[src/rtl/astx_pkg.sv]
package astx_pkg;

    typedef enum logic [1:0] {
        FMT_TDM  = 2'b00,
        FMT_I2S  = 2'b01,
        FMT_LJ   = 2'b10,
        FMT_TDM2 = 2'b11
    } frame_fmt_e;

    typedef enum logic [1:0] {
        ST_IDLE  = 2'b00,
        ST_GAP   = 2'b01,
        ST_SHIFT = 2'b10
    } tx_state_e;

endpackage

[src/rtl/astx_edge.sv]
module astx_edge (
    input  logic clk,
    input  logic rst_n,
    input  logic bclk,
    input  logic fsync,
    input  logic bclk_inv,
    input  logic fs_inv,
    input  logic launch_rise,
    output logic launch,
    output logic fs_rise,
    output logic fs_fall
);
    logic b_eff;
    logic b_q;
    logic f_eff;
    logic f_q;

    assign b_eff   = bclk ^ bclk_inv;
    assign f_eff   = fsync ^ fs_inv;
    assign launch  = (b_eff != b_q) && (b_eff == launch_rise);
    assign fs_rise = launch && f_eff && !f_q;
    assign fs_fall = launch && !f_eff && f_q;

    always_ff @(posedge clk or negedge rst_n) begin
        if (!rst_n) begin
            b_q <= 1'b0;
            f_q <= 1'b0;
        end else begin
            b_q <= b_eff;
            if (launch) begin
                f_q <= f_eff;
            end
        end
    end
endmodule

[src/rtl/astx_slot_lookup.sv]
module astx_slot_lookup #(
    parameter int NCH        = 8,
    parameter int SAMPLE_W   = 32,
    parameter int SLOT_IDX_W = 6,
    parameter int BIT_IDX_W  = 5
) (
    input  logic                      pos_valid,
    input  logic [SLOT_IDX_W-1:0]     slot_idx,
    input  logic [BIT_IDX_W-1:0]      bit_idx,
    input  logic [NCH-1:0]            ch_en,
    input  logic [NCH*SLOT_IDX_W-1:0] ch_slot,
    input  logic [NCH*SAMPLE_W-1:0]   hold,
    output logic                      hit,
    output logic                      bit_val
);
    logic [NCH-1:0]      match;
    logic [SAMPLE_W-1:0] word;

    for (genvar g = 0; g < NCH; g++) begin : g_match
        assign match[g] = pos_valid && ch_en[g]
                          && (ch_slot[g*SLOT_IDX_W +: SLOT_IDX_W] == slot_idx);
    end

    // Scan from the top so the lowest matching channel is the last one written.
    always_comb begin
        hit  = 1'b0;
        word = '0;
        for (int i = NCH - 1; i >= 0; i--) begin
            if (match[i]) begin
                hit  = 1'b1;
                word = hold[i*SAMPLE_W +: SAMPLE_W];
            end
        end
        bit_val = hit && word[BIT_IDX_W'(SAMPLE_W - 1) - bit_idx];
    end
endmodule

[src/rtl/slot_audio_tx.sv]
module slot_audio_tx
    import astx_pkg::*;
#(
    parameter int NCH        = 8,
    parameter int SAMPLE_W   = 32,
    parameter int NSLOT      = 64,
    localparam int SLOT_IDX_W = $clog2(NSLOT)
) (
    input  logic                      clk,
    input  logic                      rst_n,
    input  logic                      bclk,
    input  logic                      fsync,
    input  logic [1:0]                fmt,
    input  logic                      bclk_inv,
    input  logic                      fs_inv,
    input  logic                      launch_rise,
    input  logic                      fill_low,
    input  logic [NCH-1:0]            ch_en,
    input  logic [NCH*SLOT_IDX_W-1:0] ch_slot,
    input  logic [NCH*SAMPLE_W-1:0]   samples,
    output logic                      sd_o,
    output logic                      sd_oe
);
    localparam int BIT_IDX_W = $clog2(SAMPLE_W);
    localparam int TOTAL     = NSLOT * SAMPLE_W;
    localparam int POS_W     = $clog2(TOTAL) + 1;
    localparam int HALF      = TOTAL / 2;

    tx_state_e               state, state_nx;
    logic [POS_W-1:0]        cnt, cnt_nx, cnt_inc;
    logic [POS_W-1:0]        base, base_nx;
    logic                    spill, spill_nx;
    logic                    capture;
    logic [NCH*SAMPLE_W-1:0] hold;

    logic launch, fs_rise, fs_fall;
    logic is_i2s, is_lj;
    logic pos_ok, hit, bit_val;

    astx_edge u_edge (
        .clk        (clk),
        .rst_n      (rst_n),
        .bclk       (bclk),
        .fsync      (fsync),
        .bclk_inv   (bclk_inv),
        .fs_inv     (fs_inv),
        .launch_rise(launch_rise),
        .launch     (launch),
        .fs_rise    (fs_rise),
        .fs_fall    (fs_fall)
    );

    assign is_i2s  = (fmt == FMT_I2S);
    assign is_lj   = (fmt == FMT_LJ);
    assign cnt_inc = (cnt == POS_W'(TOTAL)) ? cnt : cnt + POS_W'(1);

    // State register
    always_ff @(posedge clk or negedge rst_n) begin
        if (!rst_n) begin
            state <= ST_IDLE;
            cnt   <= '0;
            base  <= '0;
            spill <= 1'b0;
            hold  <= '0;
        end else begin
            state <= state_nx;
            cnt   <= cnt_nx;
            base  <= base_nx;
            spill <= spill_nx;
            if (capture) begin
                hold <= samples;
            end
        end
    end

    // Next state
    always_comb begin
        state_nx = state;
        cnt_nx   = cnt;
        base_nx  = base;
        spill_nx = spill;
        capture  = 1'b0;
        unique case (state)
            ST_IDLE: begin
                if (fs_rise) begin
                    if (is_i2s) begin
                        state_nx = ST_GAP;
                        base_nx  = '0;
                        spill_nx = 1'b0;
                    end else begin
                        state_nx = ST_SHIFT;
                        cnt_nx   = '0;
                        capture  = 1'b1;
                    end
                end
            end
            ST_SHIFT: begin
                if (fs_rise) begin
                    if (is_i2s) begin
                        state_nx = ST_GAP;
                        cnt_nx   = cnt_inc;
                        base_nx  = '0;
                        spill_nx = 1'b1;
                    end else begin
                        cnt_nx  = '0;
                        capture = 1'b1;
                    end
                end else if (fs_fall && is_i2s) begin
                    state_nx = ST_GAP;
                    cnt_nx   = cnt_inc;
                    base_nx  = POS_W'(HALF);
                    spill_nx = 1'b1;
                end else if (fs_fall && is_lj) begin
                    cnt_nx = POS_W'(HALF);
                end else if (launch) begin
                    cnt_nx = cnt_inc;
                end
            end
            ST_GAP: begin
                if (launch) begin
                    state_nx = ST_SHIFT;
                    cnt_nx   = base;
                    capture  = (base == '0);
                end
            end
            default: state_nx = ST_IDLE;
        endcase
    end

    astx_slot_lookup #(
        .NCH       (NCH),
        .SAMPLE_W  (SAMPLE_W),
        .SLOT_IDX_W(SLOT_IDX_W),
        .BIT_IDX_W (BIT_IDX_W)
    ) u_lookup (
        .pos_valid(pos_ok),
        .slot_idx (cnt[POS_W-2:BIT_IDX_W]),
        .bit_idx  (cnt[BIT_IDX_W-1:0]),
        .ch_en    (ch_en),
        .ch_slot  (ch_slot),
        .hold     (hold),
        .hit      (hit),
        .bit_val  (bit_val)
    );

    // Outputs
    always_comb begin
        pos_ok = ((state == ST_SHIFT) || ((state == ST_GAP) && spill))
                 && (cnt < POS_W'(TOTAL));
        if (state == ST_IDLE) begin
            sd_oe = 1'b0;
            sd_o  = 1'b0;
        end else begin
            sd_oe = hit || fill_low;
            sd_o  = bit_val;
        end
    end
endmodule

[config.mk]
export PLATFORM = sky130hd
export DESIGN_NAME = slot_audio_tx
export DESIGN_NICKNAME = d
export VERILOG_FILES = /design/src/rtl/astx_pkg.sv /design/src/rtl/astx_edge.sv /design/src/rtl/astx_slot_lookup.sv /design/src/rtl/slot_audio_tx.sv
export SDC_FILE = /design/constraint.sdc
export NUM_CORES = 1
export LEC_CHECK = 0
export ABC_AREA = 1
export BUFFER_PORTS_ARGS = -buffer_cell sky130_fd_sc_hd__buf_2
export CORE_UTILIZATION = 51
export CTS_BUF_LIST = sky130_fd_sc_hd__clkbuf_8
export DETAILED_ROUTE_END_ITERATION = 10
export PLACE_DENSITY_LB_ADDON = 0.08
export SLEW_MARGIN = 0
export SYNTH_ARGS = -nofsm -noshare
export SYNTH_HDL_FRONTEND = slang
export SYNTH_SLANG_ARGS = --single-unit
[constraint.sdc]
create_clock -name clk -period 2.9 [get_ports clk]
set_input_delay 0.29 -clock clk [delete_from_list [all_inputs] [get_ports clk]]
set_output_delay 0.29 -clock clk [all_outputs]
set_load 0.005 [all_outputs]
After elaboration in Yosys (flattened, before gate mapping). Cells that the tools add are included.

Logic and storage cells: 126. Bits in registers: 285.

Muxes and demuxes: 52. Bitwise gates (word level): 2. Add/subtract/negate cells: 2. Eq/ne operators: 22. $lt $le $gt $ge: 2. Reduce and logical (&&, ||, !) cells: 39.

Operators by type and width (count): 2-to-1 mux 32 bit (8); 2-to-1 mux 12 bit (13); equality test 6 bit (8); case mux 12 bit (3 select lines) (1); logical AND 1 bit (26); case mux 12 bit (2 select lines) (1); 2-to-1 mux 1 bit (19); adder 12 x 1 -> 12 bit, second input constant (1); equality test 12 bit, second input constant (1); logical NOT 12 bit (1); < comparator 12 bit, second input constant (1); 2-to-1 mux 2 bit (6); AND reduction 5 bit (2); < comparator 5 x 6 -> 1 bit, second input constant (1); inequality test 2 bit, second input constant (3); inequality test 3 bit, second input constant (2); case mux 2 bit (3 select lines) (1); binary-select mux 1 bit (select 5 bit) (1); inequality test 5 x 4 -> 1 bit, second input constant (1); subtractor 5 bit, first input constant (1); equality test 2 x 1 -> 1 bit, second input constant (2); equality test 2 bit, second input constant (2); case mux 1 bit (2 select lines) (2); AND reduction 4 bit (1); 11 further kinds (14).

Logic depth before layout (Yosys ltp). Gate-level depths: netlist of the first run.

Word-level depth: 18. Mapped depth: 27. Gate-level depth less buffers: 25.

Cells and area by module. From an unflattened synthesis of the first run, not the netlist that was laid out.

Cell total of the unflattened synthesis: 2353. Area, all modules: 16315.6 µm².

Modules (own cells, without submodules): slot_audio_tx (area each 11925.2 µm², times used 1, cells an instance 1379, sequential area each 7081.8 µm²); astx_slot_lookup (area each 4235.3 µm², times used 1, cells an instance 951, sequential area each 0.0 µm²); astx_edge (area each 155.1 µm², times used 1, cells an instance 23, sequential area each 50.0 µm²).

Least setup slack after synthesis of the first run. OpenSTA, ideal clock, no wires.

Path kind: register -> output. Start point: register state[1]. End point: output port sd_o. Required time: 2.610 ns. Stages on the path, launching flop included: 21. Slack: 0.109 ns. Arrival: 2.501 ns. Buffers on the path: 2. Path through: dfrtp_1 inv_1 ha_1 buf_2 nand2_1 a21oi_4 nand3_1 nor2_1 clkbuf_1 a21oi_1 nand2_1 nand2_1 nand2_1 nand2_1 a21oi_1 nand2_1 nand3_1 nand2_1 nand2_1 nand3_1 nor2_1.

Cells in the longest elaborated chain, start to end: 18. Elaborated cells on any way between the ends: 42. Those cells by class: eq/ne: 2; mux: 19; reduce/logical: 21.

Ends and longest elaborated chain: from (decl) (line slot_audio_tx.sv:29) `tx_state_e state, state_nx;`; from (signal assigned) (line slot_audio_tx.sv:66) `state <= state_nx;`; equality test 2 x 1 -> 1 bit (line slot_audio_tx.sv:148) `pos_ok = ((state == ST_SHIFT) || ((state == ST_GAP) && spill))`; logical AND 1 bit (line slot_audio_tx.sv:148); logical OR 1 bit (line slot_audio_tx.sv:148); logical AND 1 bit (line slot_audio_tx.sv:149) `&& (cnt < POS_W'(TOTAL));`; logical AND 1 bit (line astx_slot_lookup.sv:20) `assign match[g] = pos_valid && ch_en[g]`; logical AND 1 bit (line astx_slot_lookup.sv:21) `&& (ch_slot[g*SLOT_IDX_W +: SLOT_IDX_W] == slot_idx);`; 2-to-1 mux 32 bit (8 in series) (line astx_slot_lookup.sv:29) `if (match[i]) begin`; binary-select mux 1 bit (select 5 bit) (line astx_slot_lookup.sv:34) `bit_val = hit && word[BIT_IDX_W'(SAMPLE_W - 1) - bit_idx];`; 2-to-1 mux 1 bit (implied by the code) (line astx_slot_lookup.sv:34); logical AND 1 bit (line astx_slot_lookup.sv:34); 2-to-1 mux 1 bit (*) (line slot_audio_tx.sv:150) `if (state == ST_IDLE) begin`; to (decl) (line slot_audio_tx.sv:21) `output logic sd_o,`.

Mark *: on every way between the ends. The rest lies on a longest branch, timed or not. The select of a mux whose other input is x is not followed.

Worst setup path in the final report of the first run.
Start point: register state[0]. End point: output port sd_o.

Same word-level chain as after synthesis.

==> report_table.html, run 1 <==
<table>
<tr><th>Metric</th><th>Value</th></tr>
<tr><th colspan="2">Outcome</th></tr>
<tr><td>Result of the run</td><td>finished, violations left</td></tr>
<tr><td>Failing checks</td><td>setup timing</td></tr>
<tr><th colspan="2">Power and ir drop</th></tr>
<tr><td>Power dissipated by switching net loads</td><td>5.14 mW</td></tr>
<tr><td>Power share of the combinational group</td><td>29.8%</td></tr>
<tr><td>Internal power component</td><td>10.5 mW</td></tr>
<tr><td>Final Power</td><td>15.6 mW</td></tr>
<tr><td>Switching Share</td><td>32.9%</td></tr>
<tr><td>Part of the total power dissipated in the clock network</td><td>25.0%</td></tr>
<tr><td>Pwr Density</td><td>691 nW/um2</td></tr>
<tr><td>Leakage</td><td>11.3 nW</td></tr>
<tr><td>Proportion of power drawn by flip-flops and latches</td><td>45.3%</td></tr>
<tr><td>Worst vdd ir</td><td>0.550 mV</td></tr>
<tr><th colspan="2">Logic synthesis</th></tr>
<tr><td>Combined area of all synthesized cells</td><td>15000 um2</td></tr>
<tr><td>Yosys reg bits</td><td>285</td></tr>
<tr><td>Synth Area per Inst</td><td>8.88 um2</td></tr>
<tr><td>Yosys top cell by area</td><td>sky130_fd_sc_hd__dfrtp_1</td></tr>
<tr><td>Yosys top cell area share</td><td>47.4%</td></tr>
<tr><td>Synthesized netlist cell count</td><td>1694</td></tr>
<tr><td>Post-synthesis cell type count</td><td>42</td></tr>
<tr><td>Top post-synthesis cells by area</td><td>sky130_fd_sc_hd__dfrtp_1 (47%), sky130_fd_sc_hd__mux2_2 (18%), sky130_fd_sc_hd__nand2_1 (10%)</td></tr>
<tr><td>Count of synthesis-stage warnings from yosys</td><td>0</td></tr>
<tr><td>Sequential area share after synthesis</td><td>47.4%</td></tr>
<tr><td>Net count of the mapped netlist</td><td>2021</td></tr>
<tr><th colspan="2">Critical path</th></tr>
<tr><td>Delay of the slowest cell on the worst path</td><td>0.43 ns</td></tr>
<tr><td>CP dominant cell by count</td><td>sky130_fd_sc_hd__nand2_1</td></tr>
<tr><td>Endpoint of the most critical register-to-register path</td><td>hold[146]</td></tr>
<tr><td>Critical Path Source Type</td><td>flip-flop</td></tr>
<tr><td>Critical Path Slowest Stage Cell</td><td>sky130_fd_sc_hd__dfrtp_1</td></tr>
<tr><td>CP cell instances</td><td>inv_2 &gt; ha_4 &gt; inv_4 &gt; a21oi_4 &gt; buf_12 &gt; nand3_1 &gt; nor2_4 &gt; buf_12 &gt; buf_12 &gt; nor3_1 &gt; nor2_1 &gt; nand2_2 &gt; nand2_2 &gt; nand2_2 &gt; nand2_1 &gt; nand2_1 &gt; a21oi_2 &gt; nand2_1 &gt; nand2_1 &gt; nor2_1 &gt; nor2_2 &gt; nor2_2 &gt; nor2_4 &gt; buf_2</td></tr>
<tr><td>Arrival time reported for the critical path endpoint</td><td>3.63 ns</td></tr>
<tr><td>Delay-heaviest family, CP</td><td>simple AND/OR/NAND/NOR gates</td></tr>
<tr><td>Origin of the worst setup path</td><td>state[0]</td></tr>
<tr><td>Worst Path Class, Setup</td><td>flip-flop to primary output</td></tr>
<tr><td>Minimum setup slack among reg-to-reg paths</td><td>0.19 ns</td></tr>
<tr><td>Required time worst endpoint</td><td>2.61 ns</td></tr>
<tr><td>Cells on worst reg2reg path</td><td>10</td></tr>
<tr><td>Reg2Reg Launch Point</td><td>state[0]</td></tr>
<tr><td>CP Capture Type</td><td>primary output</td></tr>
<tr><td>Critical path peak fanout</td><td>12</td></tr>
<tr><td>Number of buffers and inverters on the critical path</td><td>6</td></tr>
<tr><th colspan="2">Clocking</th></tr>
<tr><td>Clock tree from TritonCTS</td><td>yes</td></tr>
<tr><td>Root buffer cell</td><td>sky130_fd_sc_hd__clkbuf_8</td></tr>
<tr><td>Clock buffers created by TritonCTS</td><td>48</td></tr>
<tr><td>Number of sinks on the clock net</td><td>285</td></tr>
<tr><td>Number of levels in the clock H-tree</td><td>2</td></tr>
<tr><td>Clock Pin Slew Worst Setup and Hold Paths</td><td>0.06 ns</td></tr>
<tr><td>Clock buffer depth</td><td>3</td></tr>
<tr><td>Clock latency of the later-clocked register in the worst-skew pair</td><td>0.61 ns</td></tr>
<tr><th colspan="2">Detailed routing</th></tr>
<tr><td>Antenna-violating nets left</td><td>0</td></tr>
<tr><td>Via/cell ratio</td><td>5.50</td></tr>
<tr><td>Detailed-route via count</td><td>15500</td></tr>
<tr><td>Routed wirelength normalized by instance count</td><td>21.1 um</td></tr>
<tr><td>DR pass1 iterations</td><td>6</td></tr>
<tr><td>Detailed-route wire length</td><td>59.3 mm</td></tr>
<tr><td>Number of design rule violations left after detail routing</td><td>0</td></tr>
<tr><td>Count of routing violations after the opening detailed-route iteration</td><td>1406</td></tr>
<tr><th colspan="2">Timing</th></tr>
<tr><td>Worst relative slew slack</td><td>59.1%</td></tr>
<tr><td>Setup tns final</td><td>-1.46 ns</td></tr>
<tr><td>Setup slack of the critical path after layout</td><td>-1.02 ns</td></tr>
<tr><td>Ratio of final minimum period to clock period</td><td>135%</td></tr>
<tr><td>Least-Margin Pin Slew</td><td>0.613 ns</td></tr>
<tr><td>Minimum clock period</td><td>3.92 ns</td></tr>
<tr><td>Number of endpoints with negative hold slack in the final report</td><td>0</td></tr>
<tr><td>Count of final max-slew check failures</td><td>0</td></tr>
<tr><td>Fmax achieved</td><td>255 MHz</td></tr>
<tr><td>Unrepaired setup endpoints after global routing</td><td>yes</td></tr>
<tr><td>Final worst clock skew</td><td>0.0504 ns</td></tr>
<tr><td>Final setup vio count</td><td>2</td></tr>
<tr><th colspan="2">Global routing</th></tr>
<tr><td>Antenna violations before repair</td><td>3</td></tr>
<tr><td>First-pass GRT wire length</td><td>91.5 mm</td></tr>
<tr><td>Total routing resource utilization after global routing</td><td>39.5%</td></tr>
<tr><td>Number of global-route vias before repair</td><td>16200</td></tr>
<tr><td>Pin count of the biggest net entering global routing</td><td>70</td></tr>
<tr><td>Overflow after GRT</td><td>0</td></tr>
<tr><th colspan="2">Placed design</th></tr>
<tr><td>Cell total after placement</td><td>2420</td></tr>
<tr><td>Instance area at placement</td><td>17900 um2</td></tr>
<tr><td>Routability-driven placement congestion ratio</td><td>0.961</td></tr>
<tr><td>IO Port Bufs</td><td>323</td></tr>
<tr><td>Final HPWL DP</td><td>37.9 mm</td></tr>
<tr><th colspan="2">Floorplanning</th></tr>
<tr><td>Area of the placeable core</td><td>28900 um2</td></tr>
<tr><td>Width of the chip</td><td>174 um</td></tr>
<tr><td>Ports placed on the boundary</td><td>324</td></tr>
<tr><td>Die height</td><td>174 um</td></tr>
<tr><td>Starting Density</td><td>52.1%</td></tr>
<tr><td>Die footprint</td><td>30200 um2</td></tr>
<tr><td>Number of rows created at floorplan</td><td>62</td></tr>
<tr><th colspan="2">Min path</th></tr>
<tr><td>Hold path depth</td><td>3</td></tr>
<tr><td>Hold Startpoint</td><td>samples[190]</td></tr>
<tr><td>End point of the worst hold path</td><td>hold[190]</td></tr>
<tr><td>Type of the most critical hold path</td><td>input port to flip-flop</td></tr>
<tr><th colspan="2">Final layout</th></tr>
<tr><td>Final design area excluding fillers</td><td>22600 um2</td></tr>
<tr><td>Number of nets in the final layout</td><td>2713</td></tr>
<tr><td>Most frequent standard cell in the layout excluding fill and tap cells</td><td>sky130_fd_sc_hd__nand2_1</td></tr>
<tr><td>Final instance count without filler cells</td><td>2813</td></tr>
<tr><td>Most frequent cells in the layout</td><td>sky130_fd_sc_hd__nand2_1 (378), sky130_fd_sc_hd__buf_2 (322), sky130_fd_sc_hd__dfrtp_1 (285)</td></tr>
<tr><td>Fraction of layout cells with a size suffix above 1</td><td>38.1%</td></tr>
<tr><td>Area growth from synthesis to layout</td><td>50.1%</td></tr>
<tr><th colspan="2">Job</th></tr>
<tr><td>Total of max-cap violations</td><td>0</td></tr>
</table>
Yosys cell counts (all sizes together):
cell type and count:
or2 37, nand4 8, clkbuf 47, nand2 419
a2111oi 1, xor2 8, o21ai 59, nor4 8
clkinv 2, nand3 86, nor3 10, a31oi 1
mux2 239, a32o 1, o21a 2, xnor2 8
a32oi 3, nor4b 1, a21oi 118, buf 47
nor2 171, inv 114, nand3b 1, ha 5
dfrtp 285, o2111ai 1, o221ai 1, o32ai 1
a21o 1, o22ai 8, a21boi 1
power groups by stage:
| stage | combinational (mW) | clock, mW | sequential (mW) |
|---|---|---|---|
| finish | 4.64 | 3.89 | 7.06 |
| global route | 5.00 | 4.11 | 7.19 |
| CTS | 4.44 | 3.87 | 6.94 |
| detailed placement | 3.97 | 0 | 6.98 |
| global placement | 3.87 | 0 | 6.95 |
| floorplan | 2.73 | 0 | 6.40 |
repair_timing:
item / CTS / global route
hold buffers: 255 / 0
setup buffers: 23 / 14
hold endpoints to repair: 317 / 0
resized for setup: 94 / 41
setup endpoints to repair: 2 / 2
pin swaps: 30 / 20
cloned: 10 / 1
layout make-up:
cell class / instances / area, um2
timing repair buffer: 736 / 6050
fill: 1948 / 6280
sequential: 285 / 7130
tap: 384 / 480
multi-input combinational: 1199 / 7390
clock inverter: 24 / 174
inverter: 116 / 458
antenna: 6 / 15.0
clock buffer: 63 / 867
registers in the layout, summed over array words and instances, names as in the netlist:
| signal | count |
|---|---|
| hold | 256 |
| base | 12 |
| cnt | 12 |
| state | 2 |
| spill | 1 |
| u_edge.b_q | 1 |
| u_edge.f_q | 1 |
stage by stage:
step | worst slack (ns) | utilization, % | hold slack [ns]
2_1_floorplan | 0.109 | - | -0.00559
3_3_place_gp | -0.654 | 62.1 | 0.313
3_5_place_dp | -0.675 | 62.1 | 0.303
4_1_cts | -0.954 | 77.2 | 0.000827
5_1_grt | -1.18 | 78.2 | 0.0175
6_report | -1.02 | 78.2 | 0.0351
logic make-up (layout without fill, tap and decap cells):
kind of cell | Yosys count | count (layout) | share of synthesized area [%]
compound gates | 198 | 198 | 7.01
xor+xnor | 16 | 16 | 0.932
fa+ha+maj | 5 | 5 | 0.416
buf+inv | 210 | 939 | 5.90
flops | 285 | 285 | 47.4
mux | 239 | 239 | 17.9
other cells | 0 | 6 | 0
simple gates | 741 | 741 | 20.4
per-layer routing:
layer  wire (um)  GRT usage [%]  vias to the layer above
met1       23300           49.5                     7464
met5           0              0                        -
li1            -              -                     6956
met2       28500           65.7                      830
met3        4910           8.79                      214
met4        2600           17.5                        0
how the worst max path moves through the flow:
stage	to	slack [ns]	depth (start not counted)
floorplan	sd_o	0.11	20
global placement	sd_o	-0.65	25
detailed placement	sd_o	-0.67	24
CTS	sd_o	-0.95	28
global route	sd_o	-1.18	27
finish	sd_o	-1.02	24
tightest hold or removal path, cell delays in order:
cell,delay (ns)
sky130_fd_sc_hd__buf_2,0.08
sky130_fd_sc_hd__nor2_1,0.07
sky130_fd_sc_hd__a21oi_1,0.13
Power figures use the tool's default switching activity.
==> inputs of run 2 (changes only) <==
--- a/config.mk
+++ b/config.mk
@@ -7,10 +7,11 @@
 export LEC_CHECK = 0
 export ABC_AREA = 1
 export BUFFER_PORTS_ARGS = -buffer_cell sky130_fd_sc_hd__buf_2
-export CORE_UTILIZATION = 51
+export CORE_UTILIZATION = 42
 export CTS_BUF_LIST = sky130_fd_sc_hd__clkbuf_8
 export DETAILED_ROUTE_END_ITERATION = 10
 export PLACE_DENSITY_LB_ADDON = 0.08
+export SETUP_SLACK_MARGIN = 0.5
 export SLEW_MARGIN = 0
 export SYNTH_ARGS = -nofsm -noshare
 export SYNTH_HDL_FRONTEND = slang
==> run 2 against run 1 <==
The run still ends with setup timing left. Critical path depth increased by 2. Final cell count increased by 2.8%. Die area increased by 21%. Clock skew decreased by 0.0081 ns. Combinational power decreased by 2%. Sequential cell count unchanged. Critical endpoint unchanged. Largest cell class unchanged. Highest routed layer unchanged.
==> report_table.html, run 2 (same netlist as run 1, synthesis figures left out) <==
<table>
<tr><th>Metric</th><th>Value</th></tr>
<tr><th colspan="2">Outcome</th></tr>
<tr><td>Result of the run</td><td>finished, violations left</td></tr>
<tr><td>Failing checks</td><td>setup timing</td></tr>
<tr><th colspan="2">Floorplanning</th></tr>
<tr><td>Number of rows created at floorplan</td><td>68</td></tr>
<tr><td>Ports placed on the boundary</td><td>324</td></tr>
<tr><td>Die footprint</td><td>36600 um2</td></tr>
<tr><td>Width of the chip</td><td>191 um</td></tr>
<tr><td>Starting Density</td><td>43.1%</td></tr>
<tr><td>Area of the placeable core</td><td>34900 um2</td></tr>
<tr><td>Die height</td><td>191 um</td></tr>
<tr><th colspan="2">Timing</th></tr>
<tr><td>Setup slack of the critical path after layout</td><td>-0.941 ns</td></tr>
<tr><td>Least-Margin Pin Slew</td><td>0.795 ns</td></tr>
<tr><td>Fmax achieved</td><td>260 MHz</td></tr>
<tr><td>Worst relative slew slack</td><td>47.0%</td></tr>
<tr><td>Minimum clock period</td><td>3.84 ns</td></tr>
<tr><td>Final setup vio count</td><td>2</td></tr>
<tr><td>Ratio of final minimum period to clock period</td><td>132%</td></tr>
<tr><td>Number of endpoints with negative hold slack in the final report</td><td>0</td></tr>
<tr><td>Final worst clock skew</td><td>0.0423 ns</td></tr>
<tr><td>Unrepaired setup endpoints after global routing</td><td>yes</td></tr>
<tr><td>Count of final max-slew check failures</td><td>0</td></tr>
<tr><td>Worst Hold Slack</td><td>0.0416 ns</td></tr>
<tr><th colspan="2">Global routing</th></tr>
<tr><td>Total routing resource utilization after global routing</td><td>30.5%</td></tr>
<tr><td>Number of global-route vias before repair</td><td>15100</td></tr>
<tr><td>Pin count of the biggest net entering global routing</td><td>89</td></tr>
<tr><td>Most used routing layer</td><td>met2</td></tr>
<tr><td>First-pass GRT wire length</td><td>83.5 mm</td></tr>
<tr><td>Overflow after GRT</td><td>0</td></tr>
<tr><td>Met1 usage</td><td>38.2%</td></tr>
<tr><td>Met3 GRT Util</td><td>5.51%</td></tr>
<tr><td>Met2 Usage GRT</td><td>50.3%</td></tr>
<tr><td>Antenna violations before repair</td><td>0</td></tr>
<tr><th colspan="2">Power and ir drop</th></tr>
<tr><td>Leakage</td><td>11.3 nW</td></tr>
<tr><td>Pwr Density</td><td>680 nW/um2</td></tr>
<tr><td>Final Power</td><td>15.3 mW</td></tr>
<tr><td>Worst vdd ir</td><td>0.462 mV</td></tr>
<tr><th colspan="2">Critical path</th></tr>
<tr><td>Arrival time reported for the critical path endpoint</td><td>3.55 ns</td></tr>
<tr><td>Required time worst endpoint</td><td>2.61 ns</td></tr>
<tr><td>Number of buffers and inverters on the critical path</td><td>5</td></tr>
<tr><td>Delay of the slowest cell on the worst path</td><td>0.41 ns</td></tr>
<tr><td>Critical path peak fanout</td><td>7</td></tr>
<tr><td>Critical Path Slowest Stage Cell</td><td>sky130_fd_sc_hd__dfrtp_1</td></tr>
<tr><td>CP Capture Type</td><td>primary output</td></tr>
<tr><td>Delay-heaviest family, CP</td><td>simple AND/OR/NAND/NOR gates</td></tr>
<tr><td>CP dominant cell by count</td><td>sky130_fd_sc_hd__nand2_1</td></tr>
<tr><td>Critical Path Source Type</td><td>flip-flop</td></tr>
<tr><td>Worst Path Class, Setup</td><td>flip-flop to primary output</td></tr>
<tr><th colspan="2">Detailed routing</th></tr>
<tr><td>Antenna-violating nets left</td><td>0</td></tr>
<tr><td>Count of routing violations after the opening detailed-route iteration</td><td>930</td></tr>
<tr><td>Routed wirelength normalized by instance count</td><td>19.3 um</td></tr>
<tr><td>DR pass1 iterations</td><td>5</td></tr>
<tr><td>Via/cell ratio</td><td>5.09</td></tr>
<tr><td>Detailed-route via count</td><td>14700</td></tr>
<tr><td>Detailed-route wire length</td><td>55.8 mm</td></tr>
<tr><td>Number of design rule violations left after detail routing</td><td>0</td></tr>
<tr><th colspan="2">Final layout</th></tr>
<tr><td>Filler Cells Inserted</td><td>2957</td></tr>
<tr><td>Area taken by multi-input logic gates</td><td>7330 um2</td></tr>
<tr><td>Most frequent standard cell in the layout excluding fill and tap cells</td><td>sky130_fd_sc_hd__nand2_1</td></tr>
<tr><td>Number of nets in the final layout</td><td>2729</td></tr>
<tr><td>Fraction of layout cells with a size suffix above 1</td><td>38.1%</td></tr>
<tr><td>Registers with the highest flip-flop counts</td><td>hold: 256 flops, base: 12 flops, cnt: 12 flops</td></tr>
<tr><td>Combined flip-flop and latch cell area</td><td>7130 um2</td></tr>
<tr><td>Final design area excluding fillers</td><td>22500 um2</td></tr>
<tr><td>Most frequent cells in the layout</td><td>sky130_fd_sc_hd__nand2_1 (376), sky130_fd_sc_hd__buf_2 (322), sky130_fd_sc_hd__dfrtp_1 (283)</td></tr>
<tr><td>Area growth from synthesis to layout</td><td>49.6%</td></tr>
<tr><td>Register bank with the most flops</td><td>hold</td></tr>
<tr><td>Number of flip-flops under the largest register name</td><td>256</td></tr>
<tr><th colspan="2">Placed design</th></tr>
<tr><td>IO Port Bufs</td><td>323</td></tr>
<tr><td>Instance area at placement</td><td>18200 um2</td></tr>
<tr><td>Worst setup slack after placement</td><td>-0.535 ns</td></tr>
<tr><td>Routability-driven placement congestion ratio</td><td>0.924</td></tr>
<tr><td>Final HPWL DP</td><td>38.5 mm</td></tr>
<tr><th colspan="2">Clocking</th></tr>
<tr><td>Clock buffer depth</td><td>3</td></tr>
<tr><td>Number of sinks on the clock net</td><td>285</td></tr>
<tr><td>Clock latency of the later-clocked register in the worst-skew pair</td><td>0.65 ns</td></tr>
<tr><td>Clock buffers created by TritonCTS</td><td>50</td></tr>
<tr><td>Root buffer cell</td><td>sky130_fd_sc_hd__clkbuf_8</td></tr>
<tr><td>Clock tree from TritonCTS</td><td>yes</td></tr>
<tr><td>Clock Pin Slew Worst Setup and Hold Paths</td><td>0.06 ns</td></tr>
<tr><td>Number of levels in the clock H-tree</td><td>2</td></tr>
<tr><th colspan="2">Job</th></tr>
<tr><td>Total of max-cap violations</td><td>0</td></tr>
<tr><th colspan="2">Min path</th></tr>
<tr><td>Type of the most critical hold path</td><td>input port to flip-flop</td></tr>
</table>
## run 2: final timing paths
check,from,slack (ns),endpoint,cells past startpoint
worst max-delay path,state[1],-0.94,sd_o,26
worst min-delay path,fsync,0.04,u_edge.f_q,4
worst max register to register,state[0],0.60,cnt[5],10
worst min register to register,base[0],0.47,base[0],2
max in group asynchronous,rst_n,1.78,cnt[10],3
min in group asynchronous,rst_n,0.24,hold[206],2
## run 2: layout make-up
| type | instances | area share (%) |
|---|---|---|
| diodes | 2 | 0.0222 |
| clock buffers | 63 | 3.85 |
| clock inverters | 22 | 0.706 |
| inverters | 116 | 2.02 |
| multi-input cells | 1199 | 32.6 |
| flip-flops and latches | 285 | 31.7 |
| well taps | 455 | 2.53 |
| repair buffers | 750 | 26.6 |
## run 2: worst register-to-register path, stage by stage, from the launching register on
cell	delay, ns
sky130_fd_sc_hd__dfrtp_1	0.41
sky130_fd_sc_hd__buf_6	0.13
sky130_fd_sc_hd__ha_4	0.16
sky130_fd_sc_hd__buf_4	0.13
sky130_fd_sc_hd__buf_4	0.16
sky130_fd_sc_hd__clkinvlp_4	0.15
sky130_fd_sc_hd__o22ai_1	0.16
sky130_fd_sc_hd__a2111oi_4	0.31
sky130_fd_sc_hd__clkdlybuf4s15_2	0.42
sky130_fd_sc_hd__nand3_1	0.10
sky130_fd_sc_hd__o21ai_0	0.08
## run 2: report_power, final
group	total, mW	switching, mW	leakage (nW)	internal [mW]
sequential	6.88	1.10	3.50	5.78
clock	3.88	1.76	0.575	2.12
combinational	4.54	2.00	7.19	2.54
total	15.3	4.87	11.3	10.4
## run 2: metal layers
metal,wire length [um],vias up
met5,0,-
met4,2440,0
met3,3720,129
met2,26400,596
met1,23200,7014
li1,-,6973
## run 2: stage by stage
step	setup TNS [ns]	std cells	util [%]
2_1_floorplan	0	1694	-
3_3_place_gp	-0.562	2522	52.2
3_5_place_dp	-0.623	2522	52.2
4_1_cts	-1.58	2870	63.1
5_1_grt	-1.66	2890	64.5
6_report	-1.36	2892	64.5
## run 2: repair_timing
item                                   in CTS  in global routing
pin swaps                                  17                 18
resized for setup                          45                 75
hold buffers                              258                  0
setup endpoints to repair                   4                257
gates cloned                                0                  4
setup buffers                               5                 16
endpoints found under the hold margin     338                  0
